**config.mk**
```make
export PLATFORM = sky130hd
export DESIGN_NAME = dbg_trig_match
export DESIGN_NICKNAME = d
export VERILOG_FILES = /design/src/rtl/dtm_pkg.sv /design/src/rtl/dtm_cfg_regs.sv /design/src/rtl/dtm_compare.sv /design/src/rtl/dtm_pair_resolve.sv /design/src/rtl/dbg_trig_match.sv
export SDC_FILE = /design/constraint.sdc
export NUM_CORES = 2
export LEC_CHECK = 0
export BUFFER_PORTS_ARGS = -buffer_cell sky130_fd_sc_hd__buf_2
export CAP_MARGIN = 20
export CORE_AREA = 8 8 308 310
export CTS_BUF_LIST = sky130_fd_sc_hd__clkbuf_16
export CTS_CLUSTER_DIAMETER = 80
export DETAILED_ROUTE_END_ITERATION = 12
export DIE_AREA = 0 0 316 318
export PLACE_DENSITY = 0.79
export REMOVE_ABC_BUFFERS = 1
export SYNTH_ARGS = -nofsm -noshare
export SYNTH_HDL_FRONTEND = slang
export SYNTH_HIERARCHICAL = 1
export SYNTH_SLANG_ARGS = --single-unit
```
**constraint.sdc**
```tcl
create_clock -name clk -period 4.4 [get_ports clk]
set_input_delay 0.44 -clock clk [delete_from_list [all_inputs] [get_ports clk]]
set_output_delay 0.44 -clock clk [all_outputs]
set_load 0.005 [all_outputs]
```
**src/rtl/dtm_pkg.sv**
```systemverilog
package dtm_pkg;
  localparam int unsigned NUM_TRIG = 10;
  localparam int unsigned NUM_PAIR = NUM_TRIG / 2;
  localparam int unsigned NUM_FE   = 4;
  localparam int unsigned NUM_BE   = 6;
  localparam int unsigned FE_IW    = $clog2(NUM_FE);
  localparam int unsigned BE_IW    = $clog2(NUM_BE);

  localparam logic [1:0] MT_EQ = 2'd0;
  localparam logic [1:0] MT_GE = 2'd2;
  localparam logic [1:0] MT_LT = 2'd3;

  typedef enum logic [1:0] {
    KIND_FETCH = 2'd0,
    KIND_LOAD  = 2'd1,
    KIND_STORE = 2'd2
  } acc_kind_e;

  typedef struct packed {
    logic       en;
    logic [1:0] mtype;
    logic       sel;
    logic       timing;
    logic       chain;
  } trig_ctl_t;

  function automatic acc_kind_e kind_of(input int unsigned t);
    case (t)
      0, 1, 6, 8: return KIND_FETCH;
      4, 5, 9:    return KIND_LOAD;
      default:    return KIND_STORE;
    endcase
  endfunction

  function automatic int unsigned fe_trig(input int unsigned s);
    case (s)
      0:       return 0;
      1:       return 1;
      2:       return 6;
      default: return 8;
    endcase
  endfunction

  function automatic int unsigned be_trig(input int unsigned s);
    case (s)
      0:       return 2;
      1:       return 3;
      2:       return 4;
      3:       return 5;
      4:       return 7;
      default: return 9;
    endcase
  endfunction
endpackage

```
**src/rtl/dtm_cfg_regs.sv**
```systemverilog
module dtm_cfg_regs
  import dtm_pkg::*;
#(
  parameter int unsigned VAL_W = 64
) (
  input  logic                 clk,
  input  logic                 rst,
  input  logic                 fe_wr_valid,
  input  logic [FE_IW-1:0]     fe_wr_idx,
  input  trig_ctl_t            fe_wr_ctl,
  input  logic [VAL_W-1:0]     fe_wr_val,
  input  logic                 be_wr_valid,
  input  logic [BE_IW-1:0]     be_wr_idx,
  input  trig_ctl_t            be_wr_ctl,
  input  logic [VAL_W-1:0]     be_wr_val,
  output trig_ctl_t            ctl_q [NUM_TRIG],
  output logic [VAL_W-1:0]     val_q [NUM_TRIG]
);
  for (genvar t = 0; t < NUM_TRIG; t++) begin : g_trig
    logic fe_we;
    logic be_we;

    always_comb begin
      fe_we = 1'b0;
      for (int s = 0; s < NUM_FE; s++) begin
        if (fe_trig(s) == t && fe_wr_idx == FE_IW'(s)) fe_we = fe_wr_valid;
      end
    end

    always_comb begin
      be_we = 1'b0;
      for (int s = 0; s < NUM_BE; s++) begin
        if (be_trig(s) == t && be_wr_idx == BE_IW'(s)) be_we = be_wr_valid;
      end
    end

    always_ff @(posedge clk) begin
      if (rst) begin
        ctl_q[t] <= '0;
        val_q[t] <= '0;
      end else if (fe_we) begin
        ctl_q[t] <= fe_wr_ctl;
        val_q[t] <= fe_wr_val;
      end else if (be_we) begin
        ctl_q[t] <= be_wr_ctl;
        val_q[t] <= be_wr_val;
      end
    end
  end
endmodule

```
**src/rtl/dtm_compare.sv**
```systemverilog
module dtm_compare
  import dtm_pkg::*;
#(
  parameter int unsigned VAL_W = 64,
  parameter acc_kind_e   KIND  = KIND_FETCH
) (
  input  trig_ctl_t        ctl,
  input  logic [VAL_W-1:0] ref_val,
  input  logic             acc_valid,
  input  logic [VAL_W-1:0] acc_addr,
  input  logic [VAL_W-1:0] acc_data,
  output logic             match
);
  localparam bit DATA_OK = (KIND != KIND_LOAD);

  logic [VAL_W-1:0] operand;
  logic             cmp;
  logic             sel_ok;

  always_comb begin
    operand = ctl.sel ? acc_data : acc_addr;
    sel_ok  = DATA_OK || !ctl.sel;
    case (ctl.mtype)
      MT_EQ:   cmp = (operand == ref_val);
      MT_GE:   cmp = (operand >= ref_val);
      MT_LT:   cmp = (operand <  ref_val);
      default: cmp = 1'b0;
    endcase
    match = ctl.en && acc_valid && sel_ok && cmp;
  end
endmodule

```
**src/rtl/dtm_pair_resolve.sv**
```systemverilog
module dtm_pair_resolve #(
  parameter bit FORBID_CHAIN = 1'b0
) (
  input  logic chain,
  input  logic m_lo,
  input  logic m_hi,
  input  logic t_lo,
  input  logic t_hi,
  output logic f_lo,
  output logic f_hi
);
  logic joint;

  always_comb begin
    joint = m_lo && m_hi && (t_lo == t_hi) && !FORBID_CHAIN;
    f_lo  = chain ? joint : m_lo;
    f_hi  = chain ? joint : m_hi;
  end
endmodule

```
**src/rtl/dbg_trig_match.sv**
```systemverilog
module dbg_trig_match
  import dtm_pkg::*;
#(
  parameter int unsigned VAL_W  = 64,
  parameter int unsigned INSN_W = 32
) (
  input  logic              clk,
  input  logic              rst,
  input  logic              fe_cfg_valid,
  input  logic [1:0]        fe_cfg_idx,
  input  logic              fe_cfg_en,
  input  logic [1:0]        fe_cfg_mtype,
  input  logic              fe_cfg_sel,
  input  logic              fe_cfg_timing,
  input  logic              fe_cfg_chain,
  input  logic [VAL_W-1:0]  fe_cfg_value,
  input  logic              be_cfg_valid,
  input  logic [2:0]        be_cfg_idx,
  input  logic              be_cfg_en,
  input  logic [1:0]        be_cfg_mtype,
  input  logic              be_cfg_sel,
  input  logic              be_cfg_timing,
  input  logic              be_cfg_chain,
  input  logic [VAL_W-1:0]  be_cfg_value,
  input  logic              if_valid,
  input  logic [VAL_W-1:0]  if_pc,
  input  logic [INSN_W-1:0] if_insn,
  input  logic              ld_valid,
  input  logic [VAL_W-1:0]  ld_addr,
  input  logic              st_valid,
  input  logic [VAL_W-1:0]  st_addr,
  input  logic [VAL_W-1:0]  st_data,
  output logic [3:0]        fe_hit,
  output logic [5:0]        be_hit,
  output logic              any_hit,
  output logic              trap_next
);
  trig_ctl_t        fe_ctl;
  trig_ctl_t        be_ctl;
  trig_ctl_t        ctl_q [NUM_TRIG];
  logic [VAL_W-1:0] val_q [NUM_TRIG];
  logic [VAL_W-1:0] insn_ext;
  logic [NUM_TRIG-1:0] raw;
  logic [NUM_TRIG-1:0] fired;
  logic [NUM_TRIG-1:0] tim;
  logic [NUM_FE-1:0]   fe_d;
  logic [NUM_BE-1:0]   be_d;

  assign fe_ctl   = '{en: fe_cfg_en, mtype: fe_cfg_mtype, sel: fe_cfg_sel,
                      timing: fe_cfg_timing, chain: fe_cfg_chain};
  assign be_ctl   = '{en: be_cfg_en, mtype: be_cfg_mtype, sel: be_cfg_sel,
                      timing: be_cfg_timing, chain: be_cfg_chain};
  assign insn_ext = VAL_W'(if_insn);

  dtm_cfg_regs #(.VAL_W(VAL_W)) u_cfg (
    .clk         (clk),
    .rst         (rst),
    .fe_wr_valid (fe_cfg_valid),
    .fe_wr_idx   (fe_cfg_idx),
    .fe_wr_ctl   (fe_ctl),
    .fe_wr_val   (fe_cfg_value),
    .be_wr_valid (be_cfg_valid),
    .be_wr_idx   (be_cfg_idx),
    .be_wr_ctl   (be_ctl),
    .be_wr_val   (be_cfg_value),
    .ctl_q       (ctl_q),
    .val_q       (val_q)
  );

  for (genvar t = 0; t < NUM_TRIG; t++) begin : g_cmp
    localparam acc_kind_e K = kind_of(t);
    assign tim[t] = ctl_q[t].timing;
    if (K == KIND_FETCH) begin : g_fetch
      dtm_compare #(.VAL_W(VAL_W), .KIND(K)) u_cmp (
        .ctl(ctl_q[t]), .ref_val(val_q[t]), .acc_valid(if_valid),
        .acc_addr(if_pc), .acc_data(insn_ext), .match(raw[t]));
    end else if (K == KIND_LOAD) begin : g_load
      dtm_compare #(.VAL_W(VAL_W), .KIND(K)) u_cmp (
        .ctl(ctl_q[t]), .ref_val(val_q[t]), .acc_valid(ld_valid),
        .acc_addr(ld_addr), .acc_data('0), .match(raw[t]));
    end else begin : g_store
      dtm_compare #(.VAL_W(VAL_W), .KIND(K)) u_cmp (
        .ctl(ctl_q[t]), .ref_val(val_q[t]), .acc_valid(st_valid),
        .acc_addr(st_addr), .acc_data(st_data), .match(raw[t]));
    end
  end

  for (genvar p = 0; p < NUM_PAIR; p++) begin : g_pair
    localparam bit NO_CHAIN = (kind_of(2*p) == KIND_STORE) && (kind_of(2*p+1) == KIND_STORE);
    dtm_pair_resolve #(.FORBID_CHAIN(NO_CHAIN)) u_pair (
      .chain (ctl_q[2*p].chain),
      .m_lo  (raw[2*p]),
      .m_hi  (raw[2*p+1]),
      .t_lo  (tim[2*p]),
      .t_hi  (tim[2*p+1]),
      .f_lo  (fired[2*p]),
      .f_hi  (fired[2*p+1])
    );
  end

  always_comb begin
    for (int s = 0; s < NUM_FE; s++) fe_d[s] = fired[fe_trig(s)];
    for (int s = 0; s < NUM_BE; s++) be_d[s] = fired[be_trig(s)];
  end

  always_ff @(posedge clk) begin
    if (rst) begin
      fe_hit    <= '0;
      be_hit    <= '0;
      any_hit   <= 1'b0;
      trap_next <= 1'b0;
    end else begin
      fe_hit    <= fe_d;
      be_hit    <= be_d;
      any_hit   <= |fired;
      trap_next <= (|fired) && !(|(fired & ~tim));
    end
  end
endmodule

```
## Word-level counts from Yosys, hierarchy flattened

Cells that the tools add are included.
Widths: inputs -> output; s select.

| word-level totals | value |
|---|---|
| bits in registers | 707 |
| input port bits | 440 |
| logic and storage cells | 213 |

| cells by class | value |
|---|---|
| order comparisons | 20 |
| mux-type cells | 40 |
| bitwise operators | 2 |
| equality and inequality tests | 42 |
| reductions and logical operators | 50 |

Operators with widths:

| kind | number |
|---|---|
| $eq 64x64->1 | 10 |
| $ge 64x64->1 | 10 |
| $lt 64x64->1 | 10 |
| $mux 64 | 10 |
| $eq 2x2->1 const B | 22 |
| $logic_and 1x1->1 | 32 |
| $pmux 1 s3 | 10 |
| $logic_not 2->1 | 11 |
| $mux 1 | 20 |
| $reduce_or 10->1 | 2 |
| $and 10x10->10 | 1 |
| $not 10->10 | 1 |
| $eq 3x2->1 const B | 2 |
| $eq 3x3->1 const B | 2 |
| $eq 1x1->1 | 4 |
| $logic_not 1->1 | 4 |
| $eq 3x1->1 const B | 1 |
| $logic_not 3->1 | 1 |
| $eq 2x1->1 const B | 1 |

## Depth between registers and ports, before layout

| logic depth | value |
|---|---|
| depth in word-level cells | 11 |
| depth in mapped cells | 17 |
| depth with buffers taken out | 15 |

## Cells and area by module

The synthesis kept the hierarchy.

Modules (own cells, without submodules):

| module | times used | cells an instance | area an instance (µm²) |
|---|---|---|---|
| dtm_cfg_regs | 1 | 2429 | 27307.4 |
| dtm_compare at g_cmp[0].g_fetch.u_cmp ... | 3 | 309 | 2497.4 |
| dtm_compare at g_cmp[6].g_fetch.u_cmp | 1 | 313 | 2464.9 |
| dtm_compare at g_cmp[2].g_store.u_cmp | 1 | 308 | 2452.4 |
| dtm_compare at g_cmp[5].g_load.u_cmp | 1 | 309 | 2449.8 |
| dtm_compare at g_cmp[9].g_load.u_cmp | 1 | 312 | 2432.3 |
| dtm_compare at g_cmp[4].g_load.u_cmp | 1 | 307 | 2428.6 |
| dtm_compare at g_cmp[3].g_store.u_cmp | 1 | 308 | 2407.3 |
| dtm_compare at g_cmp[8].g_fetch.u_cmp | 1 | 305 | 2398.6 |
| dbg_trig_match | 1 | 42 | 474.2 |
| dtm_pair_resolve at g_pair[0].u_pair ... | 4 | 6 | 32.5 |
| dtm_pair_resolve at g_pair[1].u_pair | 1 | 2 | 12.5 |

## Worst setup path after synthesis

No wires, ideal clock.

| timing | value |
|---|---|
| path kind | flip-flop to flip-flop |
| start | register u_cfg/ctl_q[32] (netlist name) |
| end | register trap_next |
| stages on the path, launching flop included | 17 |
| data arrival time | 3749 ps |
| slack | 590 ps |
| clock period less this slack | 3810 ps |
| buffers on the path | 2 |
| path through | dfxtp_1 -> clkbuf_1 -> clkbuf_1 -> mux2_2 -> ha_1 -> a21oi_1 -> nand2_1 -> a221oi_2 -> a31oi_1 -> a2111oi_2 -> nor3_1 -> or3_1 -> nand2_1 -> o22ai_1 -> nor2b_1 -> a2111oi_4 -> and4_1 |

| on the way | value |
|---|---|
| cells in the longest elaborated chain, start to end | 11 |
| elaborated cells on any way between the ends | 17 |
| classes of those cells | order compare (2); eq/ne (1); mux (4); bitwise (1); reduce/logical (9) |

RTL lines:

| item | line | text |
|---|---|---|
| $mux 64 | dtm_compare.sv:21 | `operand = ctl.sel ? acc_data : acc_addr;` |
| $lt 64x64->1, or another cell as far along | dtm_compare.sv:26 | `MT_LT: cmp = (operand < ref_val);` |
| $pmux 1 s3 | dtm_compare.sv:23 | `case (ctl.mtype)` |
| $logic_and 1x1->1 * | dtm_compare.sv:29 | `match = ctl.en && acc_valid && sel_ok && cmp;` |
| named net raw[4] | dbg_trig_match.sv:43 | `logic [NUM_TRIG-1:0] raw;` |
| $logic_and 1x1->1 (2 in series) | dtm_pair_resolve.sv:15 | `joint = m_lo && m_hi && (t_lo == t_hi) && !FORBID_CHAIN;` |
| $mux 1 * | dtm_pair_resolve.sv:16 | `f_lo = chain ? joint : m_lo;` |
| named net be_d[2] | dbg_trig_match.sv:47 | `logic [NUM_BE-1:0] be_d;` |
| $and 10x10->10 | dbg_trig_match.sv:116 | `trap_next <= (\|fired) && !(\|(fired & ~tim));` |
| $reduce_or 10->1 | dbg_trig_match.sv:116 |  |
| $logic_not 1->1 | dbg_trig_match.sv:116 |  |
| $logic_and 1x1->1 * | dbg_trig_match.sv:116 |  |
| end signal, assigned | dbg_trig_match.sv:116 |  |
| end, declared | dbg_trig_match.sv:36 | `output logic trap_next` |

The timed path passes the listed nets; every way through them passes the cells marked *.
A chain may end at the register's enable or synchronous reset.

## Worst setup path after layout

| timing | value |
|---|---|
| start | register u_cfg/ctl_q[8] (netlist name) |
| end | register trap_next |

| on the way | value |
|---|---|
| cells in the longest elaborated chain, start to end | 11 |
| elaborated cells on any way between the ends | 15 |
| classes of those cells | order compare (2); eq/ne (1); mux (4); bitwise (1); reduce/logical (7) |

RTL lines:

| item | line | text |
|---|---|---|
| $mux 64 * | dtm_compare.sv:21 |  |
| $lt 64x64->1, or another cell as far along | dtm_compare.sv:26 |  |
| $pmux 1 s3 * | dtm_compare.sv:23 |  |
| $logic_and 1x1->1 * | dtm_compare.sv:29 |  |
| named net raw[8] | dbg_trig_match.sv:43 |  |
| $logic_and 1x1->1 * (2 in series) | dtm_pair_resolve.sv:15 |  |
| $mux 1 * | dtm_pair_resolve.sv:17 | `f_hi = chain ? joint : m_hi;` |
| named net be_d[5] | dbg_trig_match.sv:47 |  |
| $and 10x10->10 | dbg_trig_match.sv:116 |  |
| $reduce_or 10->1 | dbg_trig_match.sv:116 |  |
| $logic_not 1->1 | dbg_trig_match.sv:116 |  |
| $logic_and 1x1->1 * | dbg_trig_match.sv:116 |  |

Marks and branches as above.

==> flow_metrics.py <==
metrics = {
    "grt": {
        "antenna_found_initial": 59,
        "use_met2": 0.4839,
        "grt_max_degree": 161,
        "gr-total-overflow": 0,
        "grtUsageTotal": 0.3010,
        "grt_pass1_wl_um": 241700,
        "grt_most_used_layer": "met2",
        "met3_usage": 0.05534,
        "met1_usage": 0.3902,
        "grt_pass1_vias": 43670,
    },
    "die": {
        "die_area_mm2": 0.1005,
        "die_width_um": 316,
        "coreArea_mm2": 0.08960,
        "start_util": 0.5834,
        "rows": 110,
        "die_y_um": 318,
        "ios": 452,
    },
    "run": {
        "drv_cap": 0,
    },
    "routing": {
        "via_per_inst": 5.650,
        "drt-total-wl_um": 158000,
        "routedWlPerCell_um": 20.84,
        "num_vias": 42830,
        "dr.pass1.iters": 6,
        "drtIter0Drc": 3104,
        "antenna_left": 0,
        "drc": 0,
    },
    "cells_and_area": {
        "mostFrequentLayoutCell": "nand2b_1",
        "final_cell_mix": "844 x nand2b_1, 707 x mux2i_1, 697 x dfxtp_1",
        "layout-drive-gt1-share": 0.2222,
        "fin_nets": 7364,
        "final_util": 0.6702,
        "area_growth_pct": 14.89,
    },
    "power": {
        "ir_worst_vdd_v": 0.0003439,
        "leakage_nw": 26.67,
        "finalPower_mw": 16.93,
        "power.density_mw_per_mm2": 281.9,
    },
    "clock_tree": {
        "cts.path.max_buffers": 3,
        "hold_buffers": 0,
        "clkSinkCount": 707,
        "cts_max_level": 3,
        "path_clk_slew_ps": 60,
        "cts-root-buf": "clkbuf_16",
        "cts_made_buffers": 83,
        "clock_latency_ps": 660,
        "cts_tree": "done",
    },
    "place": {
        "dp_hpwl_um": 118700,
        "gp_congestion": 0.9355,
        "portBuffers": 451,
        "pre_cts_ws_ps": 228.9,
    },
    "hold_path": {
        "hold_depth": 3,
        "hold_path_class": "in -> reg",
    },
    "setup_path": {
        "startpoint_type": "flop",
        "ff2ff_path_depth": 17,
        "worstPathMaxFanout": 14,
        "crit_required_ps": 4940,
        "crit_arrival_ps": 4850,
        "cp-end-kind": "flop",
        "critical_path_class": "reg -> reg",
    },
    "synth": {
        "syn_area_mm2": 0.05227,
        "ys_warn_count": 6,
        "syn_avg_cell_area_um2": 9.382,
        "synth_cells": 5571,
    },
    "sta": {
        "holdWs_ps": 130.4,
        "report.final.slew_viol_count": 0,
        "timing.setup.tns_ps": 0,
        "fin_skew_ps": 20.25,
        "max_slew_margin": 0.2849,
        "hold_viol": 0,
        "finalCritPeriodShare": 0.9785,
        "worst_slew_pin_slew_ps": 1073,
        "postLayoutSetupSlackWorst_ps": 94.77,
        "period_minus_slack_ps": 4305,
        "final-setup-viol-count": 0,
        "fmax_ghz": 0.2323,
    },
    "outcome": {
        "outcome": "complete, no violations",
    },
}
worst max-delay path, cell delays in order, from the launching register on:
cell and delay, ps:
dfxtp_4 460, buf_4 270, mux2_2 360, ha_1 290
a21o_1 190, a21o_1 180, a21oi_1 170, nor2_1 60
a211oi_1 570, o2111ai_1 250, xnor2_1 200, o2bb2ai_1 100
buf_4 170, nand2_1 120, o22ai_1 140, nor4_2 370
a31oi_1 150, and4_1 160
layout make-up:
cell class                      instances  area, µm²
Antenna cell                           55      137.6
Timing Repair Buffer                  554       3318
Inverter                              668       2507
Clock buffer                           87       2177
Tap cell                             1176       1471
Multi-Input combinational cell       4270      35670
Sequential cell                       707      14180
Clock inverter                         63      584.3
Fill cell                            7192      29550
final timing paths:
path / startpoint / end / slack [ps]
worst max-delay path: u_cfg/ctl_q[8]$_SDFFE_PP0P_ / trap_next$_SDFF_PP0_ / 90
worst min-delay path: fe_cfg_value[2] / u_cfg/val_q[514]$_SDFFE_PP0P_ / 130
worst max register to register: u_cfg/ctl_q[8]$_SDFFE_PP0P_ / trap_next$_SDFF_PP0_ / 90
worst min register to register: u_cfg/val_q[212]$_SDFFE_PP0P_ / u_cfg/val_q[212]$_SDFFE_PP0P_ / 470
registers in the layout, summed over array words and instances, names as in the netlist:
name	count
trap_next	1
fe_hit	4
be_hit	6
u_cfg/ctl_q	55
any_hit	1
u_cfg/val_q	640
where the power goes:
part	total, mW	internal (mW)	leakage, nW	switching, mW
registers	6.68	6.57	5.74	0.111
logic	3.10	1.41	19.5	1.70
clock network	7.14	4.17	1.40	2.97
total	16.9	12.1	26.7	4.78
timing repair:
action | 4_1_cts | 5_1_grt
gates resized for setup | 0 | 5
endpoints found under the setup margin | 0 | 2
buffers inserted | 0 | 1
through the flow:
stage	std cells	instance area (µm²)
global route	7572	60030
finish	7580	60050
floorplan	5645	52260
global placement	7372	57070
detailed placement	7372	57070
CTS	7522	59840
metal layers:
metal / vias to the layer above / routed length (µm)
li1: 20470 / -
met1: 20500 / 68510
met2: 1454 / 71660
met3: 401 / 11180
met4: 8 / 6555
met5: - / 54
No activity file was read; power rests on OpenSTA's default activity.
